`config.mk`:
```
export PLATFORM = sky130hd
export DESIGN_NAME = spi_xact_engine
export DESIGN_NICKNAME = d
export VERILOG_FILES = /design/src/rtl/spi_xact_pkg.sv /design/src/rtl/spi_xact_buf.sv /design/src/rtl/spi_xact_ctrl.sv /design/src/rtl/spi_xact_engine.sv
export SDC_FILE = /design/constraint.sdc
export NUM_CORES = 2
export LEC_CHECK = 0
export BUFFER_PORTS_ARGS = -buffer_cell sky130_fd_sc_hd__buf_4
export CAP_MARGIN = 15
export CORE_MARGIN = 4
export CORE_UTILIZATION = 41
export CTS_CLUSTER_SIZE = 16
export DETAILED_ROUTE_END_ITERATION = 8
export MAX_ROUTING_LAYER = met4
export PLACE_DENSITY = 0.54
export SLEW_MARGIN = 20
export SYNTH_ARGS = -nofsm -noshare
export SYNTH_HDL_FRONTEND = slang
export SYNTH_SLANG_ARGS = --single-unit
```
`constraint.sdc`:
```
create_clock -name clk -period 4.46 [get_ports clk]
set_input_delay 0.892 -clock clk [delete_from_list [all_inputs] [get_ports clk]]
set_output_delay 0.892 -clock clk [all_outputs]
set_load 0.03 [all_outputs]
```
`src/rtl/spi_xact_pkg.sv`:
```
package spi_xact_pkg;

  // Register word indices (low three address bits, buffer bit clear)
  localparam logic [2:0] RX_CTRL   = 3'd0;
  localparam logic [2:0] RX_OUTCNT = 3'd1;
  localparam logic [2:0] RX_INCNT  = 3'd2;
  localparam logic [2:0] RX_MISC   = 3'd3;
  localparam logic [2:0] RX_STATUS = 3'd4;

  localparam logic [4:0] DESEL_RESET = 5'd10;
  localparam logic [1:0] LATCH_RESET = 2'd2;

  typedef enum logic [3:0] {
    ST_IDLE  = 4'd0,
    ST_FETCH = 4'd1,
    ST_LOAD  = 4'd2,
    ST_OUTB  = 4'd3,
    ST_INB   = 4'd4,
    ST_STORE = 4'd5,
    ST_DESEL = 4'd6,
    ST_DONE  = 4'd7
  } xstate_t;

endpackage

```
`src/rtl/spi_xact_buf.sv`:
```
module spi_xact_buf #(
  parameter int WORDS = 32,
  parameter int WA_W  = 5
) (
  input  logic            clk,
  input  logic            we,
  input  logic [3:0]      be,
  input  logic [WA_W-1:0] waddr,
  input  logic [31:0]     wdata,
  input  logic [WA_W-1:0] raddr_a,
  output logic [31:0]     qa,
  input  logic [WA_W-1:0] raddr_b,
  output logic [31:0]     qb
);

  // One byte-wide RAM per lane: one write port, two synchronous read ports
  for (genvar g = 0; g < 4; g++) begin : g_lane
    logic [7:0] mem [WORDS];
    logic [7:0] qa_l, qb_l;

    always_ff @(posedge clk) begin
      if (we && be[g]) mem[waddr] <= wdata[8*g +: 8];
      qa_l <= mem[raddr_a];
      qb_l <= mem[raddr_b];
    end

    assign qa[8*g +: 8] = qa_l;
    assign qb[8*g +: 8] = qb_l;
  end

endmodule

```
`src/rtl/spi_xact_ctrl.sv`:
```
module spi_xact_ctrl
  import spi_xact_pkg::*;
#(
  parameter int BUF_BYTES = 128
) (
  input  logic                            clk,
  input  logic                            rst,
  input  logic                            reg_we,
  input  logic [$clog2(BUF_BYTES)-2:0]    reg_addr,
  input  logic [31:0]                     reg_wdata,
  output logic [31:0]                     reg_rdata,
  output logic                            spi_cs_n,
  output logic                            spi_sck,
  output logic                            spi_mosi,
  input  logic                            spi_miso,
  output logic                            buf_we,
  output logic [3:0]                      buf_be,
  output logic [$clog2(BUF_BYTES)-3:0]    buf_waddr,
  output logic [31:0]                     buf_wdata,
  output logic [$clog2(BUF_BYTES)-3:0]    buf_raddr_a,
  input  logic [31:0]                     buf_qa,
  output logic [$clog2(BUF_BYTES)-3:0]    buf_raddr_b,
  input  logic [31:0]                     buf_qb
);

  localparam int BA_W  = $clog2(BUF_BYTES);
  localparam int WA_W  = BA_W - 2;
  localparam int AW    = WA_W + 1;
  localparam int LEN_W = BA_W + 1;
  localparam logic [LEN_W-1:0] ONE   = 1;
  localparam logic [LEN_W:0]   LIMIT = (LEN_W+1)'(BUF_BYTES);

  xstate_t          state;
  logic             en_q, ready_q, wip_q;
  logic [LEN_W-1:0] out_len, in_len, idx;
  logic [4:0]       desel_cfg, dc;
  logic [1:0]       latch_cfg;
  logic [2:0]       bc;
  logic             ph, sck_q, cs_n_q;
  logic [7:0]       sr;
  logic             sel_buf_q;
  logic [31:0]      regs_q;

  // Address decode
  logic            is_buf;
  logic [2:0]      rsel;
  logic            busy, ctrl_wr, misc_wr, soft_rst, start;
  logic [LEN_W:0]  total;
  logic [BA_W-1:0] eng_byte;

  assign is_buf   = reg_addr[AW-1];
  assign rsel     = reg_addr[2:0];
  assign busy     = (state != ST_IDLE) && (state != ST_DONE);
  assign ctrl_wr  = reg_we && !is_buf && (rsel == RX_CTRL);
  assign misc_wr  = reg_we && !is_buf && (rsel == RX_MISC);
  assign soft_rst = misc_wr && reg_wdata[28];
  assign total    = {1'b0, out_len} + {1'b0, in_len};
  assign start    = (state == ST_IDLE) && ctrl_wr && reg_wdata[3] && reg_wdata[2] &&
                    (total <= LIMIT);
  assign eng_byte = (state == ST_STORE) ? (out_len[BA_W-1:0] + idx[BA_W-1:0]) : idx[BA_W-1:0];

  // Buffer port muxing: engine owns the write port only in STORE
  assign buf_raddr_a = reg_addr[WA_W-1:0];
  assign buf_raddr_b = eng_byte[BA_W-1:2];
  always_comb begin
    if (state == ST_STORE) begin
      buf_we    = 1'b1;
      buf_be    = 4'b0001 << eng_byte[1:0];
      buf_waddr = eng_byte[BA_W-1:2];
      buf_wdata = {4{sr}};
    end else begin
      buf_we    = reg_we && is_buf && !busy;
      buf_be    = 4'hF;
      buf_waddr = reg_addr[WA_W-1:0];
      buf_wdata = reg_wdata;
    end
  end

  // Configuration registers
  always_ff @(posedge clk) begin
    if (rst) begin
      en_q      <= 1'b0;
      out_len   <= '0;
      in_len    <= '0;
      desel_cfg <= DESEL_RESET;
      latch_cfg <= LATCH_RESET;
    end else if (reg_we && !is_buf) begin
      if (rsel == RX_CTRL) en_q <= reg_wdata[3];
      if (rsel == RX_OUTCNT && !busy) out_len <= reg_wdata[LEN_W-1:0];
      if (rsel == RX_INCNT && !busy)  in_len  <= reg_wdata[LEN_W-1:0];
      if (rsel == RX_MISC) begin
        desel_cfg <= reg_wdata[4:0];
        latch_cfg <= reg_wdata[26:25];
      end
    end
  end

  // Transaction sequencer
  always_ff @(posedge clk) begin
    if (rst || soft_rst) begin
      state   <= ST_IDLE;
      ready_q <= 1'b0;
      wip_q   <= 1'b0;
      cs_n_q  <= 1'b1;
      sck_q   <= 1'b0;
      ph      <= 1'b0;
      bc      <= '0;
      idx     <= '0;
      sr      <= '0;
      dc      <= '0;
    end else begin
      unique case (state)
        ST_IDLE: if (start) begin
          ready_q <= 1'b1;
          wip_q   <= 1'b1;
          idx     <= '0;
          bc      <= '0;
          ph      <= 1'b0;
          sr      <= '0;
          dc      <= '0;
          if (out_len != '0) begin
            cs_n_q <= 1'b0;
            state  <= ST_FETCH;
          end else if (in_len != '0) begin
            cs_n_q <= 1'b0;
            state  <= ST_INB;
          end else begin
            state  <= ST_DESEL;
          end
        end
        ST_FETCH: state <= ST_LOAD;
        ST_LOAD: begin
          sr    <= buf_qb[{idx[1:0], 3'b000} +: 8];
          state <= ST_OUTB;
        end
        ST_OUTB: if (!ph) begin
          sck_q <= 1'b1;
          ph    <= 1'b1;
        end else begin
          sck_q <= 1'b0;
          ph    <= 1'b0;
          sr    <= {sr[6:0], 1'b0};
          bc    <= bc + 3'd1;
          if (bc == 3'd7) begin
            if (idx + ONE == out_len) begin
              idx <= '0;
              if (in_len != '0) begin
                state <= ST_INB;
              end else begin
                cs_n_q <= 1'b1;
                dc     <= '0;
                state  <= ST_DESEL;
              end
            end else begin
              idx   <= idx + ONE;
              state <= ST_FETCH;
            end
          end
        end
        ST_INB: if (!ph) begin
          sck_q <= 1'b1;
          ph    <= 1'b1;
        end else begin
          sck_q <= 1'b0;
          ph    <= 1'b0;
          sr    <= {sr[6:0], spi_miso};
          bc    <= bc + 3'd1;
          if (bc == 3'd7) state <= ST_STORE;
        end
        ST_STORE: if (idx + ONE == in_len) begin
          cs_n_q <= 1'b1;
          dc     <= '0;
          state  <= ST_DESEL;
        end else begin
          idx   <= idx + ONE;
          state <= ST_INB;
        end
        ST_DESEL: if (dc == desel_cfg) begin
          wip_q <= 1'b0;
          state <= ST_DONE;
        end else begin
          dc <= dc + 5'd1;
        end
        ST_DONE: if (ctrl_wr && !reg_wdata[3]) begin
          ready_q <= 1'b0;
          state   <= ST_IDLE;
        end
        default: state <= ST_IDLE;
      endcase
    end
  end

  // Register read path, one cycle latency
  always_ff @(posedge clk) begin
    if (rst) begin
      sel_buf_q <= 1'b0;
      regs_q    <= '0;
    end else begin
      sel_buf_q <= is_buf;
      case (rsel)
        RX_CTRL:   regs_q <= {28'd0, en_q, 1'b0, ready_q, wip_q};
        RX_OUTCNT: regs_q <= 32'(out_len);
        RX_INCNT:  regs_q <= 32'(in_len);
        RX_MISC:   regs_q <= {5'd0, latch_cfg, 20'd0, desel_cfg};
        RX_STATUS: regs_q <= {28'd0, state};
        default:   regs_q <= '0;
      endcase
    end
  end

  assign reg_rdata = sel_buf_q ? buf_qa : regs_q;
  assign spi_cs_n  = cs_n_q;
  assign spi_sck   = sck_q;
  assign spi_mosi  = (state == ST_OUTB) & sr[7];

endmodule

```
`src/rtl/spi_xact_engine.sv`:
```
module spi_xact_engine #(
  parameter int BUF_BYTES = 128
) (
  input  logic                         clk,
  input  logic                         rst,
  input  logic                         reg_we,
  input  logic [$clog2(BUF_BYTES)-2:0] reg_addr,
  input  logic [31:0]                  reg_wdata,
  output logic [31:0]                  reg_rdata,
  output logic                         spi_cs_n,
  output logic                         spi_sck,
  output logic                         spi_mosi,
  input  logic                         spi_miso
);

  localparam int WA_W  = $clog2(BUF_BYTES) - 2;
  localparam int WORDS = BUF_BYTES / 4;
  localparam int AW    = WA_W + 1;

  logic            buf_we;
  logic [3:0]      buf_be;
  logic [WA_W-1:0] buf_waddr, buf_raddr_a, buf_raddr_b;
  logic [31:0]     buf_wdata, buf_qa, buf_qb;

  spi_xact_ctrl #(.BUF_BYTES(BUF_BYTES)) u_ctrl (
    .clk(clk), .rst(rst),
    .reg_we(reg_we), .reg_addr(reg_addr), .reg_wdata(reg_wdata), .reg_rdata(reg_rdata),
    .spi_cs_n(spi_cs_n), .spi_sck(spi_sck), .spi_mosi(spi_mosi), .spi_miso(spi_miso),
    .buf_we(buf_we), .buf_be(buf_be), .buf_waddr(buf_waddr), .buf_wdata(buf_wdata),
    .buf_raddr_a(buf_raddr_a), .buf_qa(buf_qa), .buf_raddr_b(buf_raddr_b), .buf_qb(buf_qb)
  );

  spi_xact_buf #(.WORDS(WORDS), .WA_W(WA_W)) u_buf (
    .clk(clk), .we(buf_we), .be(buf_be), .waddr(buf_waddr), .wdata(buf_wdata),
    .raddr_a(buf_raddr_a), .qa(buf_qa), .raddr_b(buf_raddr_b), .qb(buf_qb)
  );

endmodule

```
==> key figures <==
Clocking
  • CTS tree: built
  • Postcts setup bufs: 0
  • Latest clock arrival within the worst-skew pair: 0.78 ns
  • Longest Clk Path Bufs: 3
  • TritonCTS buffer count: 132
  • Sinks on Clock Net: 1155
  • Post-CTS Resized: 0
  • # hold bufs at CTS: 0
  • CTS root buf: clkbuf_16
  • CTS clk-pin slew, worst paths: 0.06 ns
  • H-tree depth: 4

Synth
  • Yosys warns: 0
  • Syn Nets: 4163
  • Compound-Gate Fraction of Synth Area: 6.474%
  • Ys flop type: edfxtp_1
  • Synthesized area per cell: 13.47 um^2
  • Main combinational cell family by area after synthesis: multiplexers
  • Seq/Total Area, Yosys: 60.42%
  • Count of different cell masters after synthesis: 80
  • Synth Area in Simple Gates: 12.53%
  • Mux cell area share after synthesis: 16.93%
  • Synth Area in Adders: 0.4802%
  • Post-Synth XOR/XNOR Area: 0.5550%
  • Syn Inst Count: 4101
  • Mapped cell area: 0.05523 mm^2
  • Ys async rst share: 0%
  • Synth Register Bits: 1155
  • Post-synth EDFFs: 1024

Setup path
  • CP Buf/Inv Count: 1
  • Setup crit end kind: flip-flop
  • Arrival time at the worst endpoint: 4.64 ns
  • Critical path required time: 5.07 ns
  • Family with the most delay on the worst path: simple AND/OR/NAND/NOR gates
  • Crit path cell chain: ha_1, fa_1, xor2_1, nor2_1, nor2_4, buf_12, nand3_1, o211ai_1, mux2_2, o32ai_1, a221oi_1
  • CP max stage delay: 0.74 ns
  • Worst Path Max Fanout: 101
  • Setup CP Type: flip-flop to flip-flop
  • Crit-path slowest cell: nor2_4
  • Setup crit start kind: flip-flop

Layout
  • Fin nets: 4310
  • # fillers: 11640
  • Commonest non-fill, non-tap cell in the layout: edfxtp_1
  • Area Growth Syn to Fin: 15.00%
  • Most frequent cells in the layout: edfxtp_1, nand2_1, nand3_1
  • Share of layout cells above drive strength 1: 22.28%
  • Finished Core Util: 47.53%

Pwr
  • PD cells: 406.1 mW/mm^2
  • VDD IR-drop max: 0.0002783 V
  • Leakage power: 21.33 nW

Die
  • Die Y: 375.0 um
  • Initial core utilization: 41.33%
  • Die X: 375.0 um
  • Core ar.: 0.1336 mm^2
  • Die Area: 0.1407 mm^2
  • Cell row count: 134
  • I/O pin count: 77

Routing
  • Drt first-iter violations: 4776
  • WL per Instance: 29.18 um
  • Routed vias: 38100
  • DR pass1 iterations: 6
  • Final ANT Viol Nets: 0
  • Via/cell ratio: 6.213
  • Drt total wl: 178900 um
  • Drt drc: 0

Run status
  • Outcome: complete, no violations

Placement
  • IO Port Bufs: 76
  • Final Wtd Congestion: 0.8567
  • DP HPWL: 116600 um

STA
  • Actual slew at the worst max-slew pin: 1.099 ns
  • Max_slew headroom: 26.56%
  • Setup TNS: 0 ns
  • Clock Skew: 0.03000 ns
  • Fin crit share: 90.34%
  • Final Critical Period: 4.029 ns
  • Final hold violation count: 0
  • Final Slew Violations: 0
  • Unrepaired setup endpoints after global routing: false
  • Max Freq: 248.2 MHz
  • Endpoints failing setup: 0

Global route
  • First-pass GRT wire length: 259900 um
  • Largest net degree at the start of global routing: 102
  • Total grt overflow: 0
  • Vias in the first global route: 36900
  • Initial antenna violation count: 3
  • Gr usage total: 25.89%

Min path
  • Hold WC Path Type: input port to flip-flop

Job
  • Count of max-cap constraint violations: 0
## synth_stat cells (all sizes together) (9+ instances only)
library cell	instances	share of area (%)
edfxtp	1024	56
nand2	629	4.3
nand3	510	4.6
mux4	331	13
clkbuf	226	1.6
a31oi	220	2.5
nor2	196	1.3
dfxtp	131	4.7
mux2i	122	2.2
buf	112	0.95
and3	108	1.2
o211ai	66	0.90
mux2	60	1.2
a221oi	38	0.60
a21oi	33	0.31
a32o	31	0.56
and2	28	0.32
a311o	26	0.47
o21ai	19	0.17
ha	18	0.41
inv	16	0.11
xor2	16	0.27
xnor2	13	0.21
nor3	12	0.11
a211oi	10	0.14
or3	9	0.11
## final cells by class
| class | count | area, um^2 | area share, % |
|---|---|---|---|
| antenna | 5 | 12.51 | 0.01970 |
| tap | 1768 | 2212 | 3.483 |
| clock buffer | 173 | 3665 | 5.770 |
| inverter | 16 | 60.06 | 0.09455 |
| clock inverter | 72 | 658.1 | 1.036 |
| sequential | 1155 | 33370 | 52.54 |
| multi-input combinational | 2592 | 20480 | 32.25 |
| timing repair buffer | 351 | 3054 | 4.808 |
## metal layers
metal / up-vias / share of wire [%] / wire (um) / global-route usage [%]
li1: 16420 / - / - / -
met1: 19640 / 42 / 75130 / 35.16
met2: 1776 / 47 / 84640 / 40.31
met3: 264 / 7.6 / 13600 / 4.120
met4: 0 / 3.1 / 5562 / 8.103
met5: - / 0 / 0 / -
## flip-flops by register name (all words and copies together) (netlist names), 8 cells and up
register / cells
u_buf.g_lane.qb_l: 32
u_ctrl.regs_q: 10
u_ctrl.in_len: 8
u_buf.g_lane.qa_l: 32
u_ctrl.sr: 8
u_ctrl.idx: 8
u_buf.g_lane.mem: 1024
u_ctrl.out_len: 8
## worst register-to-register path: stages, from the launching register on
cell	delay (ns)
dfxtp_1	0.36
ha_1	0.24
fa_1	0.41
xor2_1	0.32
nor2_1	0.15
nor2_4	0.74
buf_12	0.46
nand3_1	0.21
o211ai_1	0.22
mux2_2	0.23
o32ai_1	0.06
a221oi_1	0.47
## power by group
part	total, mW	internal, mW	switching [mW]
Combinational	2.66	0.945	1.72
Sequential	12.3	12.1	0.157
Clock	10.8	6.34	4.50
## final timing paths
path	from	end	slack [ns]	depth (start not counted)
max	u_ctrl.out_len[0]	u_buf.g_lane[2].qb_l[0]	0.43	11
min	reg_wdata[26]	u_ctrl.latch_cfg[1]	0.37	3
max reg2reg	u_ctrl.out_len[0]	u_buf.g_lane[2].qb_l[0]	0.43	11
min reg2reg	u_ctrl.latch_cfg[0]	u_ctrl.regs_q[25]	0.47	2
## per-stage QoR
| step | cells | power [mW] | hold slack [ns] | setup slack [ns] | area [um^2] |
|---|---|---|---|---|---|
| floorplan | 4101 | 14.08 | 0.4155 | 0.9987 | 55230 |
| global placement | 5882 | 15.17 | 0.4481 | 0.5588 | 59180 |
| detailed placement | 5882 | 15.17 | 0.4502 | 0.5298 | 59180 |
| CTS | 6127 | 25.96 | 0.3245 | 0.4981 | 63500 |
| global route | 6128 | 26.62 | 0.3549 | 0.2319 | 63510 |
| finish | 6132 | 25.80 | 0.3730 | 0.4308 | 63520 |
## cell families after synthesis
family | after synthesis
buf+inv | 354
flops | 1155
xor+xnor | 31
simple gates | 1532
fa+ha+maj | 20
mux | 513
compound gates | 496
(Power assumes the default switching activity.)
